===== config.mk =====
export PLATFORM = sky130hd
export DESIGN_NAME = pci_cfg_hdr
export DESIGN_NICKNAME = d
export VERILOG_FILES = /design/src/rtl/pci_cfg_pkg.sv /design/src/rtl/pci_cfg_bar_store.sv /design/src/rtl/pci_cfg_rom_bar.sv /design/src/rtl/pci_cfg_rom_decode.sv /design/src/rtl/pci_cfg_hdr.sv
export SDC_FILE = /design/constraint.sdc
export NUM_CORES = 1
export LEC_CHECK = 0
export BUFFER_PORTS_ARGS = -buffer_cell sky130_fd_sc_hd__buf_2
export CORE_MARGIN = 10
export CORE_UTILIZATION = 54
export CTS_CLUSTER_DIAMETER = 60
export DETAILED_ROUTE_END_ITERATION = 12
export GPL_TIMING_DRIVEN = 0
export PLACE_DENSITY = 0.81
export REMOVE_ABC_BUFFERS = 1
export SLEW_MARGIN = 20
export SYNTH_ARGS = -nofsm -noshare
export SYNTH_HDL_FRONTEND = slang
export SYNTH_SLANG_ARGS = --single-unit

===== constraint.sdc =====
create_clock -name clk_i -period 3.06 [get_ports clk_i]
set_input_delay 0.306 -clock clk_i [delete_from_list [all_inputs] [get_ports clk_i]]
set_output_delay 0.306 -clock clk_i [all_outputs]
set_load 0.1 [all_outputs]

===== src/rtl/pci_cfg_pkg.sv =====
package pci_cfg_pkg;
  localparam logic [5:0] DW_ID      = 6'h00;
  localparam logic [5:0] DW_CLASS   = 6'h02;
  localparam logic [5:0] DW_MISC    = 6'h03;
  localparam logic [5:0] DW_BAR0    = 6'h04;
  localparam int unsigned NUM_BARS  = 6;
  localparam logic [5:0] DW_SUBSYS  = 6'h0B;
  localparam logic [5:0] DW_ROMBAR  = 6'h0C;
  localparam logic [5:0] DW_CAP     = 6'h0D;

  typedef struct packed {
    logic        req;
    logic        we;
    logic [5:0]  dw;
    logic [3:0]  be;
    logic [31:0] wdata;
  } cfg_cmd_t;

  function automatic logic [31:0] be_mask(input logic [3:0] be);
    logic [31:0] m;
    for (int i = 0; i < 4; i++) m[8*i +: 8] = {8{be[i]}};
    return m;
  endfunction

  function automatic logic [31:0] be_merge(input logic [31:0] old_v,
                                           input logic [31:0] new_v,
                                           input logic [3:0]  be);
    logic [31:0] m;
    m = be_mask(be);
    return (old_v & ~m) | (new_v & m);
  endfunction

  function automatic logic [7:0] rom_byte(input logic [31:0] k);
    return k[7:0] ^ k[15:8] ^ k[23:16] ^ k[31:24] ^ 8'hA5;
  endfunction

  function automatic logic [31:0] rom_dword(input logic [31:0] base);
    return {rom_byte(base + 32'd3), rom_byte(base + 32'd2),
            rom_byte(base + 32'd1), rom_byte(base)};
  endfunction
endpackage


===== src/rtl/pci_cfg_bar_store.sv =====
module pci_cfg_bar_store
  import pci_cfg_pkg::*;
#(
  parameter int unsigned NUM = 6
) (
  input  logic                  clk_i,
  input  logic                  rst_ni,
  input  logic [NUM-1:0]        sel_i,
  input  logic                  wr_i,
  input  logic [3:0]            be_i,
  input  logic [31:0]           wdata_i,
  output logic [NUM-1:0][31:0]  bars_o
);
  for (genvar g = 0; g < NUM; g++) begin : g_bar
    logic [31:0] bar_q;
    always_ff @(posedge clk_i or negedge rst_ni) begin
      if (!rst_ni)                bar_q <= '0;
      else if (wr_i && sel_i[g])  bar_q <= be_merge(bar_q, wdata_i, be_i);
    end
    assign bars_o[g] = bar_q;
  end
endmodule


===== src/rtl/pci_cfg_rom_bar.sv =====
module pci_cfg_rom_bar
  import pci_cfg_pkg::*;
#(
  parameter int unsigned ROM_BYTES = 4096
) (
  input  logic        clk_i,
  input  logic        rst_ni,
  input  logic        wr_i,
  input  logic [3:0]  be_i,
  input  logic [31:0] wdata_i,
  output logic [31:0] bar_o
);
  localparam logic [31:0] SIZE_M1 = (ROM_BYTES == 0) ? 32'd0 : 32'(ROM_BYTES) - 32'd1;
  // enable bit kept, 2 KB floor, aligned to size
  localparam logic [31:0] KEEP    = (ROM_BYTES == 0) ? 32'd0
                                  : (32'hFFFF_F801 & (~SIZE_M1 | 32'd1));

  logic [31:0] bar_q;
  always_ff @(posedge clk_i or negedge rst_ni) begin
    if (!rst_ni)   bar_q <= '0;
    else if (wr_i) bar_q <= be_merge(bar_q, wdata_i, be_i) & KEEP;
  end
  assign bar_o = bar_q;
endmodule


===== src/rtl/pci_cfg_rom_decode.sv =====
module pci_cfg_rom_decode
  import pci_cfg_pkg::*;
#(
  parameter int unsigned ROM_BYTES  = 4096,
  parameter logic [31:0] MEM_OFFSET = 32'h4000_0000,
  parameter logic [31:0] MEM_LIMIT  = 32'hC000_07FF
) (
  input  logic        clk_i,
  input  logic        rst_ni,
  input  logic [31:0] bar_i,
  input  logic        req_i,
  input  logic        we_i,
  input  logic [31:0] addr_i,
  output logic        hit_o,
  output logic [31:0] rdata_o
);
  if (ROM_BYTES == 0) begin : g_none
    logic unused_in;
    assign unused_in = ^{clk_i, rst_ni, bar_i, req_i, we_i, addr_i};
    assign hit_o   = 1'b0;
    assign rdata_o = '0;
  end else begin : g_rom
    logic [32:0] start_w, end_raw, end_w, addr_w;
    logic [31:0] off_w;
    logic        claim;
    logic        hit_q;
    logic [31:0] data_q;

    assign addr_w  = {1'b0, addr_i};
    assign start_w = {1'b0, bar_i[31:1], 1'b0} + {1'b0, MEM_OFFSET};
    assign end_raw = start_w + 33'(ROM_BYTES) - 33'd1;
    assign end_w   = (end_raw > {1'b0, MEM_LIMIT}) ? {1'b0, MEM_LIMIT} : end_raw;
    assign claim   = req_i && !we_i && bar_i[0] && (addr_w >= start_w) && (addr_w <= end_w);
    assign off_w   = (addr_i - start_w[31:0]) & ~32'd3;

    always_ff @(posedge clk_i or negedge rst_ni) begin
      if (!rst_ni) begin
        hit_q  <= 1'b0;
        data_q <= '0;
      end else begin
        hit_q  <= claim;
        data_q <= claim ? rom_dword(off_w) : 32'd0;
      end
    end
    assign hit_o   = hit_q;
    assign rdata_o = data_q;
  end
endmodule


===== src/rtl/pci_cfg_hdr.sv =====
module pci_cfg_hdr
  import pci_cfg_pkg::*;
#(
  parameter logic [15:0] VENDOR_ID  = 16'h1AB7,
  parameter logic [15:0] DEVICE_ID  = 16'h0C3F,
  parameter logic [7:0]  REVISION   = 8'h03,
  parameter logic [23:0] CLASS_CODE = 24'h030000,
  parameter logic [7:0]  LAT_TIMER  = 8'h20,
  parameter logic [7:0]  HDR_TYPE   = 8'h00,
  parameter logic [7:0]  BIST       = 8'h05,
  parameter logic [15:0] SUBVEN_ID  = 16'h2B11,
  parameter logic [15:0] SUBSYS_ID  = 16'h7E02,
  parameter int unsigned ROM_BYTES  = 4096,
  parameter logic [31:0] MEM_OFFSET = 32'h4000_0000,
  parameter logic [31:0] MEM_LIMIT  = 32'hC000_07FF
) (
  input  logic        clk_i,
  input  logic        rst_ni,
  input  logic        cfg_req_i,
  input  logic        cfg_we_i,
  input  logic [5:0]  cfg_dw_i,
  input  logic [3:0]  cfg_be_i,
  input  logic [31:0] cfg_wdata_i,
  output logic [31:0] cfg_rdata_o,
  input  logic        mem_req_i,
  input  logic        mem_we_i,
  input  logic [31:0] mem_addr_i,
  output logic        mem_hit_o,
  output logic [31:0] mem_rdata_o
);
  cfg_cmd_t cmd;
  assign cmd = '{req: cfg_req_i, we: cfg_we_i, dw: cfg_dw_i, be: cfg_be_i, wdata: cfg_wdata_i};

  logic                       wr_en, rd_en;
  logic [NUM_BARS-1:0]        bar_sel;
  logic [NUM_BARS-1:0][31:0]  bars;
  logic [31:0]                rom_bar_q;
  logic [31:0]                rd_mux;
  logic [31:0]                rdata_q;

  assign wr_en = cmd.req &&  cmd.we;
  assign rd_en = cmd.req && !cmd.we;

  for (genvar g = 0; g < NUM_BARS; g++) begin : g_sel
    assign bar_sel[g] = (cmd.dw == 6'(DW_BAR0 + 6'(g)));
  end

  pci_cfg_bar_store #(.NUM(NUM_BARS)) u_bars (
    .clk_i   (clk_i),
    .rst_ni  (rst_ni),
    .sel_i   (bar_sel),
    .wr_i    (wr_en),
    .be_i    (cmd.be),
    .wdata_i (cmd.wdata),
    .bars_o  (bars)
  );

  pci_cfg_rom_bar #(.ROM_BYTES(ROM_BYTES)) u_rom_bar (
    .clk_i   (clk_i),
    .rst_ni  (rst_ni),
    .wr_i    (wr_en && (cmd.dw == DW_ROMBAR)),
    .be_i    (cmd.be),
    .wdata_i (cmd.wdata),
    .bar_o   (rom_bar_q)
  );

  pci_cfg_rom_decode #(
    .ROM_BYTES  (ROM_BYTES),
    .MEM_OFFSET (MEM_OFFSET),
    .MEM_LIMIT  (MEM_LIMIT)
  ) u_rom_dec (
    .clk_i   (clk_i),
    .rst_ni  (rst_ni),
    .bar_i   (rom_bar_q),
    .req_i   (mem_req_i),
    .we_i    (mem_we_i),
    .addr_i  (mem_addr_i),
    .hit_o   (mem_hit_o),
    .rdata_o (mem_rdata_o)
  );

  always_comb begin
    rd_mux = '0;
    unique case (cmd.dw)
      DW_ID:     rd_mux = {DEVICE_ID, VENDOR_ID};
      DW_CLASS:  rd_mux = {CLASS_CODE, REVISION};
      DW_MISC:   rd_mux = {BIST, HDR_TYPE, LAT_TIMER, 8'h00};
      DW_SUBSYS: rd_mux = {SUBSYS_ID, SUBVEN_ID};
      DW_ROMBAR: rd_mux = rom_bar_q;
      DW_CAP:    rd_mux = 32'h0;
      default: begin
        for (int i = 0; i < NUM_BARS; i++)
          if (bar_sel[i]) rd_mux = bars[i];
      end
    endcase
  end

  always_ff @(posedge clk_i or negedge rst_ni) begin
    if (!rst_ni)     rdata_q <= '0;
    else if (rd_en)  rdata_q <= rd_mux;
  end
  assign cfg_rdata_o = rdata_q;
endmodule


; Yosys cells after proc, flatten, opt, wreduce, memory -nomap -nowiden
; Cells that the tools add are included.
[totals]
regBits = 278
wordCells = 88
out_inout_bits = 65
inputBits = 80
[classes]
addsub = 7
magnitude_cmp = 3
eq_ne = 11
n_reduce_logical = 16
bitwise_logic = 32
muxes = 9
[op_table]
columns = cell, count
row1 = AND 32 bit, 8
row2 = two-way mux 32 bit, 7
row3 = OR 32 bit, 7
row4 = case mux 32 bit (6 select lines), 1
row5 = XOR 8 bit, 12
row6 = adder 32 x 2 -> 32 bit (second input constant), 2
row7 = adder 32 x 31 -> 33 bit (second input constant), 1
row8 = adder 33 x 13 -> 33 bit (second input constant), 1
row9 = >= comparator 32 x 33 -> 1 bit, 1
row10 = greater-than comparator 33 x 32 -> 1 bit (second input constant), 1
row11 = less-or-equal comparator 32 x 33 -> 1 bit, 1
row12 = two-way mux 33 bit, 1
row13 = subtractor 33 x 1 -> 33 bit (second input constant), 1
row14 = adder 32 x 1 -> 32 bit (second input constant), 1
row15 = NOT 32 bit, 1
row16 = subtractor 32 bit, 1
row17 = equality test 6 x 4 -> 1 bit (second input constant), 5
row18 = equality test 6 x 3 -> 1 bit (second input constant), 4
row19 = NOT 4 bit, 4
row20 = logical AND 1 bit, 13
row21 = equality test 6 x 2 -> 1 bit (second input constant), 2
row22 = zero test 6 bit, 1
row23 = zero test 1 bit, 2

; Logic depth before layout (Yosys ltp)
; Gate-level depths: netlist (run 1).
[logic_depth]
word_depth = 8
ltp_mapped = 13
mapped_depth_nobuf = 11

; By module
; A second synthesis (run 1) with hierarchy kept.
[hier_totals]
cells_unflattened = 1396
hier_area_um2 = 15838.9
[modules_own_cells]
columns = module, seq_area_each_um2, cells_per_inst, area_per_inst_um2, instances
row1 = pci_cfg_bar_store, 4804.6, 415, 7498.4, 1
row2 = pci_cfg_rom_decode, 275.3, 592, 4410.5, 1
row3 = pci_cfg_hdr, 800.8, 331, 3061.7, 1
row4 = pci_cfg_rom_bar, 525.5, 58, 868.3, 1

; Worst setup path after synthesis (run 1)
; No wires, ideal clock.
[synth_timing]
path_type = reg2reg
from = register (tool-made name)
to = register u_rom_dec.g_rom.data_q[23] (netlist: u_rom_dec.rdata_o[23])
period_less_slack_ps = 3212
setup_slack_ps = -152
path_stages_with_launch = 12
required_ps = 2928
arrival_ps = 3080
n_path_buf = 2
setup_ps = 132
cell_sequence = dfrtp_1 > ha_1 > a21oi_1 > clkbuf_1 > nand2_1 > ha_1 > nand4_1 > or4_1 > o211a_1 > o32ai_1 > clkbuf_1 > nor2_1
[synth_lines]
columns = element, line_no
row1 = to (signal assigned), pci_cfg_rom_decode.sv:42  ; data_q <= claim ? rom_dword(off_w) : 32'd0;
row2 = to (decl), pci_cfg_rom_decode.sv:27  ; logic [31:0] data_q;

==> results of run 1 <==
==> layout make-up <==
type                            instances  area [um2]  share of cell area, %
Sequential cell                       256        6409                  41.64
Multi-Input combinational cell        716        6404                  41.60
Timing Repair Buffer                  167        1130                  7.340
Clock buffer                           37       784.5                  5.097
Tap cell                              324       405.4                  2.634
Clock inverter                         12       135.1                 0.8779
Inverter                               30       112.6                 0.7316
Antenna cell                            5       12.51                0.08129
==> stage by stage <==
| step | setup TNS (ps) | instances | utilization [%] | instance area, um2 | total power [mW] |
|---|---|---|---|---|---|
| final | 0 | 1547 | 63.67 | 15390 | 8.389 |
| after global routing | -23.84 | 1544 | 63.63 | 15380 | 8.680 |
| after CTS | 0 | 1534 | 62.90 | 15210 | 8.376 |
| after detailed placement | -5950 | 1483 | 58.77 | 14210 | 5.029 |
| after global placement | -1040480 | 1470 | 57.58 | 13920 | 4.958 |
| after floorplan | -10840 | 1002 | - | 12790 | 4.568 |
==> synthesized netlist by cell type, drive strengths merged (2+ instances only) <==
library cell    n
mux2          221
o211ai          4
a211o           2
a222oi         17
a22o            5
nor3b           2
nand4          12
buf            39
xor2            8
ha             42
nor4            6
mux4           24
nand3           7
a31oi          14
o21a            2
a21oi          58
nand3b          2
o21ai          24
inv            30
a211oi          5
a221oi          8
clkbuf         27
and3            6
nor3            9
or2             2
nand2b          4
xnor2          31
a21o           15
nor2           65
dfrtp         256
a22oi          13
o22ai           5
nand2          80
or3             3
nor2b           7
==> cells by family after synthesis <==
kind of cell | count (synthesis)
and+or+nand+nor | 210
DFF | 256
xor gates and xnor gates | 39
muxes | 246
adders and majority gates | 43
AOI/OAI and AO/OA | 178
buffers and inverters | 96
==> power by group through the flow <==
stage                     combinational [mW]  sequential (mW)  clock [mW]
final                                   1.36             3.67        3.36
after detailed placement                1.30             3.73           0
after global routing                    1.46             3.69        3.54
after global placement                  1.24             3.71           0
after CTS                               1.32             3.67        3.39
after floorplan                        0.574             3.99           0
==> routing by layer <==
layer	vias to the layer above	global-route usage, %	wire length [um]
met2	393	37.57	17250
met5	-	0	40
li1	4182	-	-
met3	75	4.870	2624
met4	6	6.217	1026
met1	4784	27.98	14370
==> worst reg2reg max path: stages, from the launching register on <==
cell       delay [ps]
dfrtp_2           440
ha_4              280
a21oi_4           140
buf_12            150
clkbuf_16         150
nand2_1            50
ha_1              300
nand4_1           200
or4_1             570
o211a_1           180
o32ai_4           190
clkbuf_16         220
nor2_1             50
==> cell usage in the layout, fill, tap and decap left out, drive strengths merged, types with 6 or more instances in the layout <==
cell | synthesis | final
nor2b | 7 | 7
nor4 | 6 | 6
xor2 | 8 | 8
nand3 | 7 | 7
a21o | 15 | 15
nand2 | 80 | 80
a221oi | 8 | 8
dfrtp | 256 | 256
a22oi | 13 | 13
buf | 39 | 163
clkinv | 0 | 8
nor3 | 9 | 9
a21oi | 58 | 58
nand4 | 12 | 12
mux4 | 24 | 24
a222oi | 17 | 17
ha | 42 | 42
a31oi | 14 | 14
inv | 30 | 31
mux2 | 221 | 221
clkbuf | 27 | 40
xnor2 | 31 | 31
nor2 | 65 | 65
o21ai | 24 | 24
and3 | 6 | 6
==> how the worst max path moves through the flow <==
stage	from	end	slack, ps	cells past startpoint
floorplan	cfg_dw_i[5]	flop	-280	7
global placement	rst_ni	async pin	-2800	1
global route	flop	u_rom_dec.rdata_o[28]	-9	12
detailed placement	flop	u_rom_dec.rdata_o[26]	-420	11
CTS	flop	u_rom_dec.rdata_o[26]	60	11
finish	flop	u_rom_dec.rdata_o[28]	30	12
==> timing repair <==
action	in CTS	in global routing
hold endpoints to repair	86	0
resized for setup	6	9
pin swaps	3	10
cloned	0	3
setup endpoints to repair	11	11
hold buffers	1	0
setup buffers	1	5
==> flow_summary.toml, run 1 <==
[synthesis]
synthSimpleGateAreaFrac_pct = 7.982
ys_warn_count = 0
synth_top_family_by_area = "multiplexers"
ys.flop_type = "dfrtp_1"
synthArstFlopShare_pct = 100.0
synth_seq_cells = 256
synthTopCellsByArea = "dfrtp_1 (49%), mux2_2 (16%), mux4_2 (4.1%)"
synthAdderAreaFrac_pct = 4.143
synth-edff-count = 0
muxShareOfSynthArea_pct = 23.99
yosysTopAreaCell = "dfrtp_1"
synth-compound-area-share_pct = 8.951
synth_xor_area_share_pct = 2.594
yosysTopAreaCellShare_pct = 48.65
synth_cell_types = 62
syn-cell-area_um2 = 13170
synth.avg_cell_area_um2 = 12.33
synth_cells = 1068
yosysSeqAreaShare_pct = 48.65

[timing]
slew_headroom_pct = 27.61
setup-violations-final = 0
fin_crit_ps = 3033
whs_ps = 47.03
fin_skew_ps = 29.08
period_share_pct = 99.13
hold_viol = 0
worst_slew_pin_slew_ps = 1086
slew_viol_final = 0
finalWorstSetupSlack_ps = 26.63
fmax_mhz = 329.7

[floorplan]
num_rows = 57
die_h_um = 176.2
dieArea_um2 = 31030
pin_count = 145
start_util_pct = 54.46
die_w_um = 176.2
core-area_um2 = 24180

[drt]
routed-via-count = 9440
drt_pass1_iterations = 6
drtIter0Drc = 814
ant_nets = 0
postRouteWirelength_mm = 35.31
avgViaCountPerCell = 6.102
wire_per_inst_um = 22.83
drc = 0

[flow_run]
drv_cap = 0

[place]
port_buffers = 144
dpl.hpwl_mm = 24.45
routabilityCongestion = 0.9212
pre_cts_slack_ps = -415.2

[run_status]
status = "finished, final reports clean"

[final_layout]
area_growth_pct = 16.90
layout-drive-gt1-share_pct = 39.08
nFillCells = 1754
nets = 1322

[critical_path]
worst_setup_path_start_kind = "flop"
end_kind = "flop"
r2r_cells = 12
crit_chain = "ha_4 > a21oi_4 > buf_12 > clkbuf_16 > nand2_1 > ha_1 > nand4_1 > or4_1 > o211a_1 > o32ai_4 > clkbuf_16 > nor2_1"
cp_slowest_cell = "or4_1"
crit_top_cell = "clkbuf_16"
rrSetupSlack_ps = 30
cp.required_ps = 3480
r2r_end = "u_rom_dec.rdata_o[28]"
crit_path_max_fanout = 5
cp_top_family = "simple AND/OR/NAND/NOR gates"
crit_type = "reg2reg"
arrival_ps = 3450
crit_buf_inv = 3
cp_slowest_stage_delay_ps = 570

[power]
switching_share_pct = 28.33
leakage_nw = 7.510
p_switching_mw = 2.376
pwr-share-clk_pct = 40.1
power_frac_comb_pct = 16.2
ir_drop_uv = 458.7
powerDensity_nw_per_um2 = 545.0
power.internal_mw = 6.013
seq_power_share_pct = 43.8

[clock_network]
cts-root-buf = "clkbuf_16"
path_clk_slew_ps = 60
clk_path_buf_depth = 3
h-tree-depth = 1
tritoncts = "yes"
cts.sinks = 256
insertion_delay_ps = 560
numCtsBuffers = 28

[global_routing]
grt.total_usage_pct = 22.15
antenna_found_initial = 8
grt_max_degree = 94
grt.overflow.total = 0
grt_pass1_vias = 9888
grt_pass1_wl_mm = 54.83

[min_path]
hold_path_depth = 2
hp-class = "in2reg"
min_from = "cfg_wdata_i[6]"
Power figures use the tool's default switching activity.
==> run 2: changes to the inputs <==
Settings changed: CORE_UTILIZATION 54 to 30, PLACE_DENSITY 0.81 to 0.5.
Clock period 3.06 ns to 2.9 ns, I/O delays scaled along.
==> run 2 against run 1 <==
Compared with the run above:
- first-iteration DRC count fell by 12%
- utilization fell by 27 points
- combinational power rose by 5%
- register-to-register slack got worse by 20 ps
- hold slack got worse by 19 ps
- fmax rose by 4.8%
- final area rose by 2.9%
==> flow_summary.toml, run 2 (synthesis gave the netlist of run 1 again) <==
[final_layout]
nets = 1334
layout-drive-gt1-share_pct = 38.98
final_cell_mix = "dfrtp_1 (254), mux2_2 (183), buf_2 (141), nand2_1 (76), nor2_1 (64)"
nFillCells = 4280
final_common_cell = "dfrtp_1"
area_growth_pct = 20.29

[global_routing]
grt_pass1_vias = 9518
grt.overflow.total = 0
grt.total_usage_pct = 14.32
grt_pass1_wl_mm = 59.14
grt_max_degree = 97
antenna_found_initial = 11

[power]
switching_share_pct = 28.43
power_frac_comb_pct = 15.6
powerDensity_nw_per_um2 = 578.6
pwr-share-clk_pct = 42.2
p_switching_mw = 2.605
ir_drop_uv = 361.5
leakage_nw = 7.553
seq_power_share_pct = 42.2
power.internal_mw = 6.559
finalPower_mw = 9.165

[clock_network]
cts-root-buf = "clkbuf_16"
cts.sinks = 256
tritoncts = "yes"
clk_path_buf_depth = 3
path_clk_slew_ps = 60
insertion_delay_ps = 590
h-tree-depth = 1
numCtsBuffers = 31

[floorplan]
die_w_um = 229.5
dieArea_um2 = 52670
core-area_um2 = 43270
die_h_um = 229.5
num_rows = 76
pin_count = 145
start_util_pct = 30.43

[drt]
drtIter0Drc = 716
postRouteWirelength_mm = 38.69
drc = 0
wire_per_inst_um = 21.26
drt_pass1_iterations = 5
routed-via-count = 9151
ant_nets = 0
avgViaCountPerCell = 5.028

[critical_path]
crit_path_max_fanout = 11
end_kind = "flop"
worst_setup_path_start_kind = "flop"
arrival_ps = 3340
r2r_end = "u_rom_dec.rdata_o[28]"
rrSetupSlack_ps = 5
cp.required_ps = 3350
r2r_cells = 11
crit_type = "reg2reg"

[timing]
slew_headroom_pct = 34.72
fin_tns_setup_ps = 0
fin_skew_ps = 29.08
hold_viol = 0
fin_crit_ps = 2895
grt_setup_unrepaired = "true"
slew_viol_final = 0
worst_slew_pin_slew_ps = 979.2
fmax_mhz = 345.4
setup-violations-final = 0
period_share_pct = 99.83

[min_path]
hp-class = "in2reg"
hold_path_depth = 2
min_from = "cfg_wdata_i[1]"

[run_status]
status = "finished, final reports clean"

[place]
routabilityCongestion = 0.8487
port_buffers = 144
dpl.hpwl_mm = 27.34

[flow_run]
drv_cap = 0
## run 2: cell count changes in the layout (fill, tap and decap cells not counted), sizes merged
cell and delta:
clkinv -5, inv +4, bufinv -1, clkbuf +7, buf +2, dlygate4sd3 +10
diode -4, clkinvlp -1
## run 2: area by class of cell
type / count / area [um2] / share of cell area, %
Clock buffer: 47 / 925.9 / 5.846
Clock inverter: 9 / 102.6 / 0.6478
Timing Repair Buffer: 176 / 1146 / 7.236
Sequential cell: 256 / 6409 / 40.46
Tap cell: 585 / 732.0 / 4.621
Multi-Input combinational cell: 716 / 6409 / 40.46
Antenna cell: 1 / 2.502 / 0.01580
Inverter: 30 / 112.6 / 0.7110
## run 2: critical path, cell delays in order (launching register included)
cell and delay, ps:
dfrtp_2 440, ha_4 270, a21oi_4 220, buf_4 190
nand2_1 60, ha_1 300, nand4_1 200, or4_4 560
o211a_1 160, o32ai_4 150, buf_12 170, nor2_1 50
## run 2: worst max path at each step
stage	to	depth (start not counted)	from
final	u_rom_dec.rdata_o[28]	11	flop
after global routing	u_rom_dec.rdata_o[29]	11	flop
after CTS	u_rom_dec.rdata_o[28]	11	flop
after detailed placement	u_rom_dec.rdata_o[28]	12	flop
after global placement	flop	5	cfg_dw_i[0]
after floorplan	u_rom_dec.rdata_o[23]	11	flop
## run 2: per-stage QoR
step	cells	setup WS, ps	area, um2	hold slack, ps	util, %
floorplan	1002	-434.0	12790	-5.591	-
global placement	1731	-3625	14250	462.8	32.93
detailed placement	1745	-665.3	14530	301.0	33.59
CTS	1816	-4.151	15770	2.218	36.44
global route	1819	-85.93	15840	28.95	36.60
finish	1820	4.849	15840	27.61	36.61
## run 2: repair_timing
item / in CTS / in global routing
endpoints found under the hold margin: 111 / 0
gates cloned: 1 / 1
endpoints found under the setup margin: 11 / 11
buffers inserted: 3 / 2
hold buffers: 11 / 0
pin swaps: 4 / 2
resized for setup: 8 / 9
## run 2: power groups by stage
stage          logic (mW)  clock network [mW]  registers [mW]
6_report             1.43                3.86            3.87
3_5_place_dp         1.41                   0            3.93
4_1_cts              1.44                3.97            3.87
2_1_floorplan       0.606                   0            4.21
5_1_grt              1.55                4.11            3.89
3_3_place_gp         1.36                   0            3.93
## run 2: per-layer routing
layer  global-route usage (%)  wire length [um]
met2                    23.89             18270
met1                    18.51             17330
met4                    2.938               740
met3                    3.412              2249
met5                        0                94
==> run 3: changes to the inputs <==
Settings changed: CORE_MARGIN 10 to 2, PLACE_DENSITY 0.5 to not set, SKIP_CTS_REPAIR_TIMING set to 1.
==> run 3 against run 2 <==
Compared with the run above:
- hold slack worse by 20 ps
- clock power down 4%
- highest routed layer unchanged
- register-to-register slack better by 30 ps
==> flow_summary.toml, run 3 (synthesis gave the netlist of run 1 again) <==
[run_status]
status = "finished, final reports clean"

[global_routing]
grt.total_usage_pct = 15.99
antenna_found_initial = 7
grt_max_degree = 99
grt.overflow.total = 0
grt_pass1_wl_mm = 55.64
grt_pass1_vias = 9356

[final_layout]
final_util_pct = 36.36
antenna_cells = 0
area_growth_pct = 19.19
nFillCells = 4308
final_cells = 1800
nets = 1318
layout-drive-gt1-share_pct = 38.93
final_common_cell = "dfrtp_1"
final_cell_mix = "dfrtp_1 (254), mux2_2 (183), buf_2 (141), nand2_1 (75), nor2_1 (64)"
final_area_um2 = 15700

[place]
port_buffers = 144
dpl.hpwl_mm = 25.81
routabilityCongestion = 0.8800
pre_cts_slack_ps = -946.3
dpl_cell_area_um2 = 14530
placed_cells = 1743

[power]
finalPower_mw = 8.997
pwr-share-clk_pct = 41.3
power.internal_mw = 6.429
leakage_nw = 7.485
power_frac_comb_pct = 15.7
powerDensity_nw_per_um2 = 573.2
switching_share_pct = 28.54
p_switching_mw = 2.568
ir_drop_uv = 380.2
seq_power_share_pct = 43.0

[clock_network]
path_clk_slew_ps = 60
numCtsBuffers = 28
h-tree-depth = 1
cts-root-buf = "clkbuf_16"
insertion_delay_ps = 590
tritoncts = "yes"
clk_path_buf_depth = 3
cts.sinks = 256

[floorplan]
core-area_um2 = 43170
pin_count = 145
die_w_um = 213.5
dieArea_um2 = 45580
die_h_um = 213.5
num_rows = 76
start_util_pct = 30.50

[critical_path]
crit_top_cell = "buf_12"
crit_path_max_fanout = 18
arrival_ps = 3290
worst_setup_path_start_kind = "flop"
cp.required_ps = 3330
cp_slowest_cell = "or4_1"
crit_chain = "ha_4 > a21oi_4 > buf_12 > nand2_1 > ha_1 > nand4_1 > or4_1 > o211a_1 > o32ai_4 > buf_12 > nor2_1"
cp_slowest_stage_delay_ps = 570
cp_top_family = "simple AND/OR/NAND/NOR gates"
crit_buf_inv = 2
end_kind = "flop"
crit_type = "reg2reg"

[timing]
whs_ps = 8.112
fin_skew_ps = 43.08
fin_crit_ps = 2862
slew_headroom_pct = 20.97
worst_slew_pin_slew_ps = 1185
setup-violations-final = 0
slew_viol_final = 0
grt_setup_unrepaired = "true"
hold_viol = 0
period_share_pct = 98.68
fin_tns_setup_ps = 0
fmax_mhz = 349.4
finalWorstSetupSlack_ps = 38.31

[drt]
routed-via-count = 9152
wire_per_inst_um = 20.19
ant_nets = 0
avgViaCountPerCell = 5.084
drt_pass1_iterations = 5
postRouteWirelength_mm = 36.34
drtIter0Drc = 556
drc = 0

[flow_run]
drv_cap = 0

[min_path]
hp-class = "in2reg"
## run 3: routing by layer
layer  routed length, um  global-route usage, %  vias to the layer above
met5                  84                      0                        -
met4                 644                  3.041                       14
met3                2529                  3.984                       60
met2               16470                  25.56                      300
met1               16610                  22.14                     4618
li1                    -                      -                     4160
## run 3: power groups by stage
| stage | clock [mW] | sequential (mW) | combinational (mW) |
|---|---|---|---|
| final | 3.72 | 3.86 | 1.42 |
| after global routing | 3.95 | 3.89 | 1.53 |
| after CTS | 3.80 | 3.86 | 1.40 |
| after detailed placement | 0 | 3.93 | 1.40 |
| after global placement | 0 | 3.92 | 1.35 |
| after floorplan | 0 | 4.21 | 0.606 |
## run 3: path summary, 6_finish.rpt
kind                       cells past startpoint             from  slack, ps                    end
setup / recovery                              11             flop         40  u_rom_dec.rdata_o[23]
hold / removal                                 2   cfg_wdata_i[8]          8                   flop
setup reg to reg                              11             flop         40  u_rom_dec.rdata_o[23]
hold reg to reg                                2  cfg_rdata_o[26]        490        cfg_rdata_o[26]
max in group asynchronous                      4           rst_ni       1620              async pin
min in group asynchronous                      2           rst_ni        120  u_rom_dec.rdata_o[26]
## run 3: cell type report
class / instances / area (um2) / share of cell area, %
multi-input cells: 716 / 6422 / 40.92
flip-flops and latches: 256 / 6409 / 40.83
repair buffers: 163 / 1047 / 6.672
clock buffers: 41 / 829.5 / 5.285
well taps: 585 / 732.0 / 4.664
clock inverters: 9 / 142.6 / 0.9088
inverters: 30 / 112.6 / 0.7175
